**src/rtl/bcd_snap_pkg.sv**
```systemverilog
package bcd_snap_pkg;
   localparam int BCD_W = 4;
   typedef logic [BCD_W-1:0] bcd_t;
   localparam bcd_t BCD_TOP = 4'd9;

   function automatic bcd_t bcd_inc(input bcd_t d);
      return (d == BCD_TOP) ? '0 : bcd_t'(d + 4'd1);
   endfunction
endpackage

```
**src/rtl/bcd_decade.sv**
```systemverilog
module bcd_decade
   import bcd_snap_pkg::*;
(
   input  logic clk,
   input  logic rst_n,
   input  logic clr,
   input  logic en_in,
   output bcd_t digit,
   output logic carry_out
);
   always_ff @(posedge clk or negedge rst_n) begin
      if (!rst_n)      digit <= '0;
      else if (clr)    digit <= '0;
      else if (en_in)  digit <= bcd_inc(digit);
   end

   assign carry_out = en_in & (digit == BCD_TOP);

   // an enabled decade steps by one and wraps after 9
   a_r2_step: assert property (@(posedge clk) disable iff (!rst_n)
      (!clr && en_in) |=> digit == (($past(digit) == BCD_TOP) ? 4'd0 : $past(digit) + 4'd1));
   a_r11_idle_hold: assert property (@(posedge clk) disable iff (!rst_n)
      (!clr && !en_in) |=> $stable(digit));
   a_r4_clear_zero: assert property (@(posedge clk) disable iff (!rst_n)
      clr |=> digit == 4'd0);
   a_r2_bcd_range: assert property (@(posedge clk) disable iff (!rst_n)
      digit <= BCD_TOP);
endmodule

```
**src/rtl/bcd_hold_bank.sv**
```systemverilog
module bcd_hold_bank
   import bcd_snap_pkg::*;
#(
   parameter int NUM_DIGITS = 6,
   localparam int FLAT_W = NUM_DIGITS * BCD_W
) (
   input  logic              clk,
   input  logic              rst_n,
   input  logic              load,
   input  logic [FLAT_W-1:0] src,
   output logic [FLAT_W-1:0] held
);
   for (genvar g = 0; g < NUM_DIGITS; g++) begin : g_slot
      always_ff @(posedge clk or negedge rst_n) begin
         if (!rst_n)     held[g*BCD_W +: BCD_W] <= '0;
         else if (load)  held[g*BCD_W +: BCD_W] <= src[g*BCD_W +: BCD_W];
      end
   end

   a_r5_hold_stable: assert property (@(posedge clk) disable iff (!rst_n)
      !load |=> $stable(held));
   a_r6_capture: assert property (@(posedge clk) disable iff (!rst_n)
      load |=> held == $past(src));
endmodule

```
**src/rtl/bcd_scan_mux.sv**
```systemverilog
module bcd_scan_mux
   import bcd_snap_pkg::*;
#(
   parameter int NUM_DIGITS = 6,
   localparam int IDX_W  = $clog2(NUM_DIGITS),
   localparam int FLAT_W = NUM_DIGITS * BCD_W,
   localparam int LAST   = NUM_DIGITS - 1
) (
   input  logic              clk,
   input  logic              rst_n,
   input  logic              step,
   input  logic              restart,
   input  logic [FLAT_W-1:0] held,
   output logic [IDX_W-1:0]  idx,
   output bcd_t              digit
);
   always_ff @(posedge clk or negedge rst_n) begin
      if (!rst_n)                           idx <= '0;
      else if (restart)                     idx <= '0;
      else if (step && idx == IDX_W'(LAST)) idx <= '0;
      else if (step)                        idx <= idx + 1'b1;
   end

   always_comb begin
      digit = '0;
      for (int i = 0; i < NUM_DIGITS; i++)
         if (idx == IDX_W'(i)) digit = held[i*BCD_W +: BCD_W];
   end

   a_r8_restart: assert property (@(posedge clk) disable iff (!rst_n)
      restart |=> idx == '0);
   a_r7_wrap: assert property (@(posedge clk) disable iff (!rst_n)
      (step && !restart && idx == IDX_W'(LAST)) |=> idx == '0);
   a_r7_advance: assert property (@(posedge clk) disable iff (!rst_n)
      (step && !restart && idx != IDX_W'(LAST)) |=> idx == $past(idx) + 1'b1);
   a_r7_idle: assert property (@(posedge clk) disable iff (!rst_n)
      (!step && !restart) |=> $stable(idx));
   a_r7_range: assert property (@(posedge clk) disable iff (!rst_n)
      idx <= IDX_W'(LAST));
endmodule

```
**src/rtl/bcd_snapshot_counter.sv**
```systemverilog
module bcd_snapshot_counter
   import bcd_snap_pkg::*;
#(
   parameter int NUM_DIGITS = 6,
   parameter int TAP_LO     = 3,
   parameter int TAP_HI     = 4,
   localparam int IDX_W     = $clog2(NUM_DIGITS),
   localparam int FLAT_W    = NUM_DIGITS * BCD_W
) (
   input  logic             clk,
   input  logic             rst_n,
   input  logic             count_en,
   input  logic             clear,
   input  logic             xfer,
   input  logic             scan_step,
   input  logic             scan_restart,
   output logic [3:0]       scan_digit,
   output logic [IDX_W-1:0] scan_idx,
   output logic             tap_lo_flag,
   output logic             tap_hi_flag
);
   if (NUM_DIGITS < 2) begin : g_bad_digits
      $error("NUM_DIGITS must be at least 2");
   end
   if (TAP_LO < 0 || TAP_LO >= TAP_HI || TAP_HI >= NUM_DIGITS) begin : g_bad_taps
      $error("taps need 0 <= TAP_LO < TAP_HI < NUM_DIGITS");
   end

   logic [NUM_DIGITS:0]  chain;
   logic [FLAT_W-1:0]    run_flat;
   logic [FLAT_W-1:0]    held_flat;

   assign chain[0] = count_en;

   for (genvar g = 0; g < NUM_DIGITS; g++) begin : g_dec
      bcd_t d;
      bcd_decade u_dec (
         .clk      (clk),
         .rst_n    (rst_n),
         .clr      (clear),
         .en_in    (chain[g]),
         .digit    (d),
         .carry_out(chain[g+1])
      );
      assign run_flat[g*BCD_W +: BCD_W] = d;
   end

   bcd_hold_bank #(.NUM_DIGITS(NUM_DIGITS)) u_hold (
      .clk  (clk),
      .rst_n(rst_n),
      .load (xfer),
      .src  (run_flat),
      .held (held_flat)
   );

   bcd_scan_mux #(.NUM_DIGITS(NUM_DIGITS)) u_scan (
      .clk    (clk),
      .rst_n  (rst_n),
      .step   (scan_step),
      .restart(scan_restart),
      .held   (held_flat),
      .idx    (scan_idx),
      .digit  (scan_digit)
   );

   assign tap_lo_flag = run_flat[TAP_LO*BCD_W +: BCD_W] != BCD_TOP;
   assign tap_hi_flag = run_flat[TAP_HI*BCD_W +: BCD_W] != BCD_TOP;

   // coincident clear and transfer captures the pre-clear count
   a_r6_clear_xfer: assert property (@(posedge clk) disable iff (!rst_n)
      (clear && xfer) |=> held_flat == $past(run_flat));
   // after a clear, the whole chain reads zero
   a_r4_all_zero: assert property (@(posedge clk) disable iff (!rst_n)
      clear |=> run_flat == '0);
   // top decade moves only when the full carry chain fired
   a_r3_top_carry: assert property (@(posedge clk) disable iff (!rst_n)
      (!clear && !chain[NUM_DIGITS-1]) |=> $stable(run_flat[FLAT_W-1 -: BCD_W]));
   // lo flag drops only on a count or clear edge
   a_r10_flag_quiet: assert property (@(posedge clk) disable iff (!rst_n)
      (!clear && !count_en) |=> $stable(tap_lo_flag) && $stable(tap_hi_flag));
endmodule

```
**config.mk**
```make
export PLATFORM = sky130hd
export DESIGN_NAME = bcd_snapshot_counter
export DESIGN_NICKNAME = d
export VERILOG_FILES = /design/src/rtl/bcd_snap_pkg.sv /design/src/rtl/bcd_decade.sv /design/src/rtl/bcd_hold_bank.sv /design/src/rtl/bcd_scan_mux.sv /design/src/rtl/bcd_snapshot_counter.sv
export SDC_FILE = /design/constraint.sdc
export NUM_CORES = 1
export LEC_CHECK = 0
export CORE_MARGIN = 10
export CORE_UTILIZATION = 39
export CTS_CLUSTER_DIAMETER = 80
export DETAILED_ROUTE_END_ITERATION = 6
export DONT_BUFFER_PORTS = 1
export HOLD_SLACK_MARGIN = 0.03
export PLACE_DENSITY = 0.49
export SLEW_MARGIN = 10
export SYNTH_ARGS = -nofsm -noshare
export SYNTH_HDL_FRONTEND = slang
export SYNTH_SLANG_ARGS = --single-unit
```
**constraint.sdc**
```tcl
create_clock -name clk -period 5.4 [get_ports clk]
set_input_delay 0.81 -clock clk [delete_from_list [all_inputs] [get_ports clk]]
set_output_delay 0.81 -clock clk [all_outputs]
set_load 0.01 [all_outputs]
```
==> impl_metrics.toml <==
[critical_path]
worstRegToRegCells = 6
worstSetupPathType = "reg -> out"
cpMaxStageDelayCell = "sky130_fd_sc_hd__dfrtp_1"
cpPeakStageDelay_ps = 480
setup.worst_path.start_class = "register"
r2r-start = "g_dec[0].u_dec.digit[1]$_DFFE_PN0P_"
crit_arrival_ps = 2070
crit_chain = "inv_1 -> ha_1 -> nand3b_1 -> a21oi_1 -> o221ai_1 -> a31oi_1"
minimum_setup_slack_among_reg_to_reg_paths_ps = 3200
timing.critical_path.to_type = "primary output"
timing.critical_path.fanout_max = 11
crit_required_ps = 4590
worst_r2r_endpoint = "g_dec[5].u_dec.digit[1]$_DFFE_PN0P_"

[route]
dr_total_vias = 1891
per_cell_routed_wire_length_um = 15.3
drc_errors_left = 0
detail_route.wirelength_um = 5500
drt_iter0_markers = 77
detailedRoute.firstPassIterationCount = 4
via_count_normalized_by_instance_count = 5.25
postRouteAntennaNets = 0

[synthesis]
synth_xor_area_frac = 0
yosys.area.top_type = "sky130_fd_sc_hd__dfrtp_1"
yosysWarningCount = 0
post_synth_and_or_nand_nor_area_fraction = 0.174
synth.cell_area_um2 = 2750
yosysTopAreaCellShare = 0.465
synth.mux.area_fraction = 0.124
post_synth_edffs = 0
post_synth_inst_count = 269
yosysSeqAreaShare = 0.465
netlist_top_cells_area = "sky130_fd_sc_hd__dfrtp_1 46%, sky130_fd_sc_hd__mux2_2 10%, sky130_fd_sc_hd__ha_1 6.8%"
seq_cells_post_synth = 51
synth_fa_ha_area_frac = 0.0683
synth_compound_gate_area_share = 0.122
syn-mean-instance-area_um2 = 10.2
netlist_cell_types = 41
synth_async_sr_flop_share = 1.00
synthFlopType = "sky130_fd_sc_hd__dfrtp_1"
synthesis.nets = 291
synth_top_family_by_area = "simple AND/OR/NAND/NOR gates"

[run_status]
outcome = "finished, final reports clean"

[layout]
filler_cell_count = 674
layout-drive-gt1-share = 0.133
antenna-diode-count = 0
ff_latch_area_um2 = 1280
syn_to_final_growth_pct = 4.69
multi_input_gate_area_um2 = 1340
layout.nets = 285

[sta]
total_of_endpoints_with_negative_setup_slack_in_the_final_report = 0
finalHoldViolCount = 0
max_freq_mhz = 347
holdWs_ps = 197
rsz_0062_raised_after_global_routing = "no"
final.period_utilization = 0.533
tightest_slew_ps = 467
timing.final.max_slew_violations = 0
timing.max_slew.rel_slack = 0.689
finalClockSkew_ps = 4.40
timing.setup.tns_ps = 0
post-route-min-period_ps = 2880

[floorplan]
start_util = 0.402
die_w_um = 104
core_um2 = 6830
placementRows = 30
die_area_um2 = 10800
die_y_um = 104
ioPinCount = 16

[global_route]
pin_count_of_the_biggest_net_entering_global_routing = 52
grt_pass1_wl_um = 9600
grt_overflow = 0
antenna_violations_before_repair = 0
grt_usage = 0.106
vias_in_the_first_global_route = 1826

[clocking]
clock-root-buffer = "sky130_fd_sc_hd__clkbuf_8"
cts_resized = 0
clock_tree_from_tritoncts = "built"
clock_tree.buffer_depth = 2
h-tree-depth = 2
numClockSinks = 51
tritoncts.num_buffers = 5
ctsHoldBuffers = 0
post_cts.repair.setup_buffers = 0
clk_pin_slew_worst_paths_ps = 90
worst_skew_pair.late_latency_ps = 300

[power]
vdd.ir_drop.worst_uv = 89.0
p_total_uw = 631
power.density_nw_per_um2 = 219
power_leakage_nw = 1.32

[job]
drv.max_cap_violation_count = 0

[place]
detailedPlacementHpwl_um = 3850
port-buffer-count = 0
gpl.final_weighted_congestion = 0.761

[min_path]
timing.hold.worst.class = "in -> async"
==> how the worst max path moves through the flow <==
| stage | start | slack (ps) | end | cells past startpoint |
|---|---|---|---|---|
| 2_1_floorplan | u_scan.idx[0]$_DFFE_PN0P_ | 3040 | scan_digit[1] | 7 |
| 3_3_place_gp | u_scan.idx[0]$_DFFE_PN0P_ | 2840 | scan_digit[1] | 6 |
| 3_5_place_dp | u_scan.idx[0]$_DFFE_PN0P_ | 2820 | scan_digit[1] | 6 |
| 4_1_cts | u_scan.idx[0]$_DFFE_PN0P_ | 2470 | scan_digit[1] | 6 |
| 5_1_grt | u_scan.idx[1]$_DFFE_PN0P_ | 2320 | scan_digit[0] | 6 |
| 6_report | u_scan.idx[1]$_DFFE_PN0P_ | 2520 | scan_digit[2] | 6 |
==> cells in the mapped netlist, types with 3 or more instances <==
cell type                  number
sky130_fd_sc_hd__dfrtp_1       51
sky130_fd_sc_hd__ha_1          15
sky130_fd_sc_hd__or3_1          8
sky130_fd_sc_hd__nor3_1         4
sky130_fd_sc_hd__nand2_1       22
sky130_fd_sc_hd__and3b_1        3
sky130_fd_sc_hd__nand3b_1       4
sky130_fd_sc_hd__a21o_1         3
sky130_fd_sc_hd__inv_1         15
sky130_fd_sc_hd__and2_1         3
sky130_fd_sc_hd__mux2i_1        6
sky130_fd_sc_hd__o221ai_1       3
sky130_fd_sc_hd__nor2_1        17
sky130_fd_sc_hd__clkbuf_1       8
sky130_fd_sc_hd__or4_1          4
sky130_fd_sc_hd__o21ai_0       12
sky130_fd_sc_hd__a21oi_1       25
sky130_fd_sc_hd__nor2b_1        3
sky130_fd_sc_hd__nand3_1        9
sky130_fd_sc_hd__mux2_2        25
sky130_fd_sc_hd__a31oi_1        6
==> cell type report <==
type                       count  area share
inverter                      15      0.0196
clock inverter                 1     0.00174
multi-input combinational    190       0.466
tap                           96      0.0418
sequential                    51       0.444
clock buffer                   7      0.0265
==> metrics by stage <==
stage | util | setup slack [ps] | instance area [µm²] | std cells
after detailed placement | 0.409 | 2820 | 2790 | 352
after global routing | 0.421 | 2320 | 2880 | 360
final | 0.421 | 2520 | 2880 | 360
after global placement | 0.409 | 2840 | 2790 | 352
after CTS | 0.421 | 2470 | 2880 | 360
after floorplan | - | 3040 | 2750 | 269
==> cells by family after synthesis <==
kind of cell	after synthesis
and+or+nand+nor	87
AOI/OAI and AO/OA	57
adders and majority gates	15
buffers and inverters	28
DFF	51
muxes	31
==> critical path: cells and delay by family (launching register included) <==
kind | cells | cell delay [ps]
DFF | 1 | 480
buffers and inverters | 1 | 100
AOI/OAI and AO/OA | 3 | 660
and+or+nand+nor | 1 | 210
adders and majority gates | 1 | 310
==> sequential cells by signal (all words and copies together), names as in the netlist <==
name	flops
u_hold.held	24
g_dec.u_dec.digit	24
u_scan.idx	3
==> where the power goes <==
group          total [mW]  internal (mW)  switching (mW)
registers           0.391          0.385         0.00546
logic              0.0285         0.0139          0.0146
clock network       0.211         0.0913           0.120
total               0.631          0.491           0.140
==> routing by layer <==
| layer | share of wire | track usage | up-vias |
|---|---|---|---|
| met3 | 0.038 | 0.0328 | 4 |
| met1 | 0.52 | 0.149 | 924 |
| met5 | 0 | 0 | - |
| met4 | 0.011 | 0.0328 | 0 |
| li1 | - | - | 940 |
| met2 | 0.43 | 0.152 | 23 |
==> cells in the final DEF (no fill, tap or decap), types with 2 or more instances in the layout <==
master / count
sky130_fd_sc_hd__o21ai_0: 12
sky130_fd_sc_hd__o221ai_1: 3
sky130_fd_sc_hd__dfrtp_1: 51
sky130_fd_sc_hd__mux2i_1: 6
sky130_fd_sc_hd__clkbuf_1: 2
sky130_fd_sc_hd__a31oi_1: 6
sky130_fd_sc_hd__o31ai_1: 2
sky130_fd_sc_hd__nor2_1: 17
sky130_fd_sc_hd__or4_1: 4
sky130_fd_sc_hd__inv_1: 15
sky130_fd_sc_hd__nand2_1: 22
sky130_fd_sc_hd__nand3_1: 9
sky130_fd_sc_hd__nor3_1: 4
sky130_fd_sc_hd__ha_1: 15
sky130_fd_sc_hd__a21o_1: 3
sky130_fd_sc_hd__and3b_1: 3
sky130_fd_sc_hd__clkbuf_8: 5
sky130_fd_sc_hd__or3_1: 8
sky130_fd_sc_hd__mux2_2: 25
sky130_fd_sc_hd__nor2b_1: 3
sky130_fd_sc_hd__and2_1: 3
sky130_fd_sc_hd__a21oi_1: 25
sky130_fd_sc_hd__nand3b_1: 4
sky130_fd_sc_hd__nand2b_1: 2
Power figures use the tool's default switching activity.
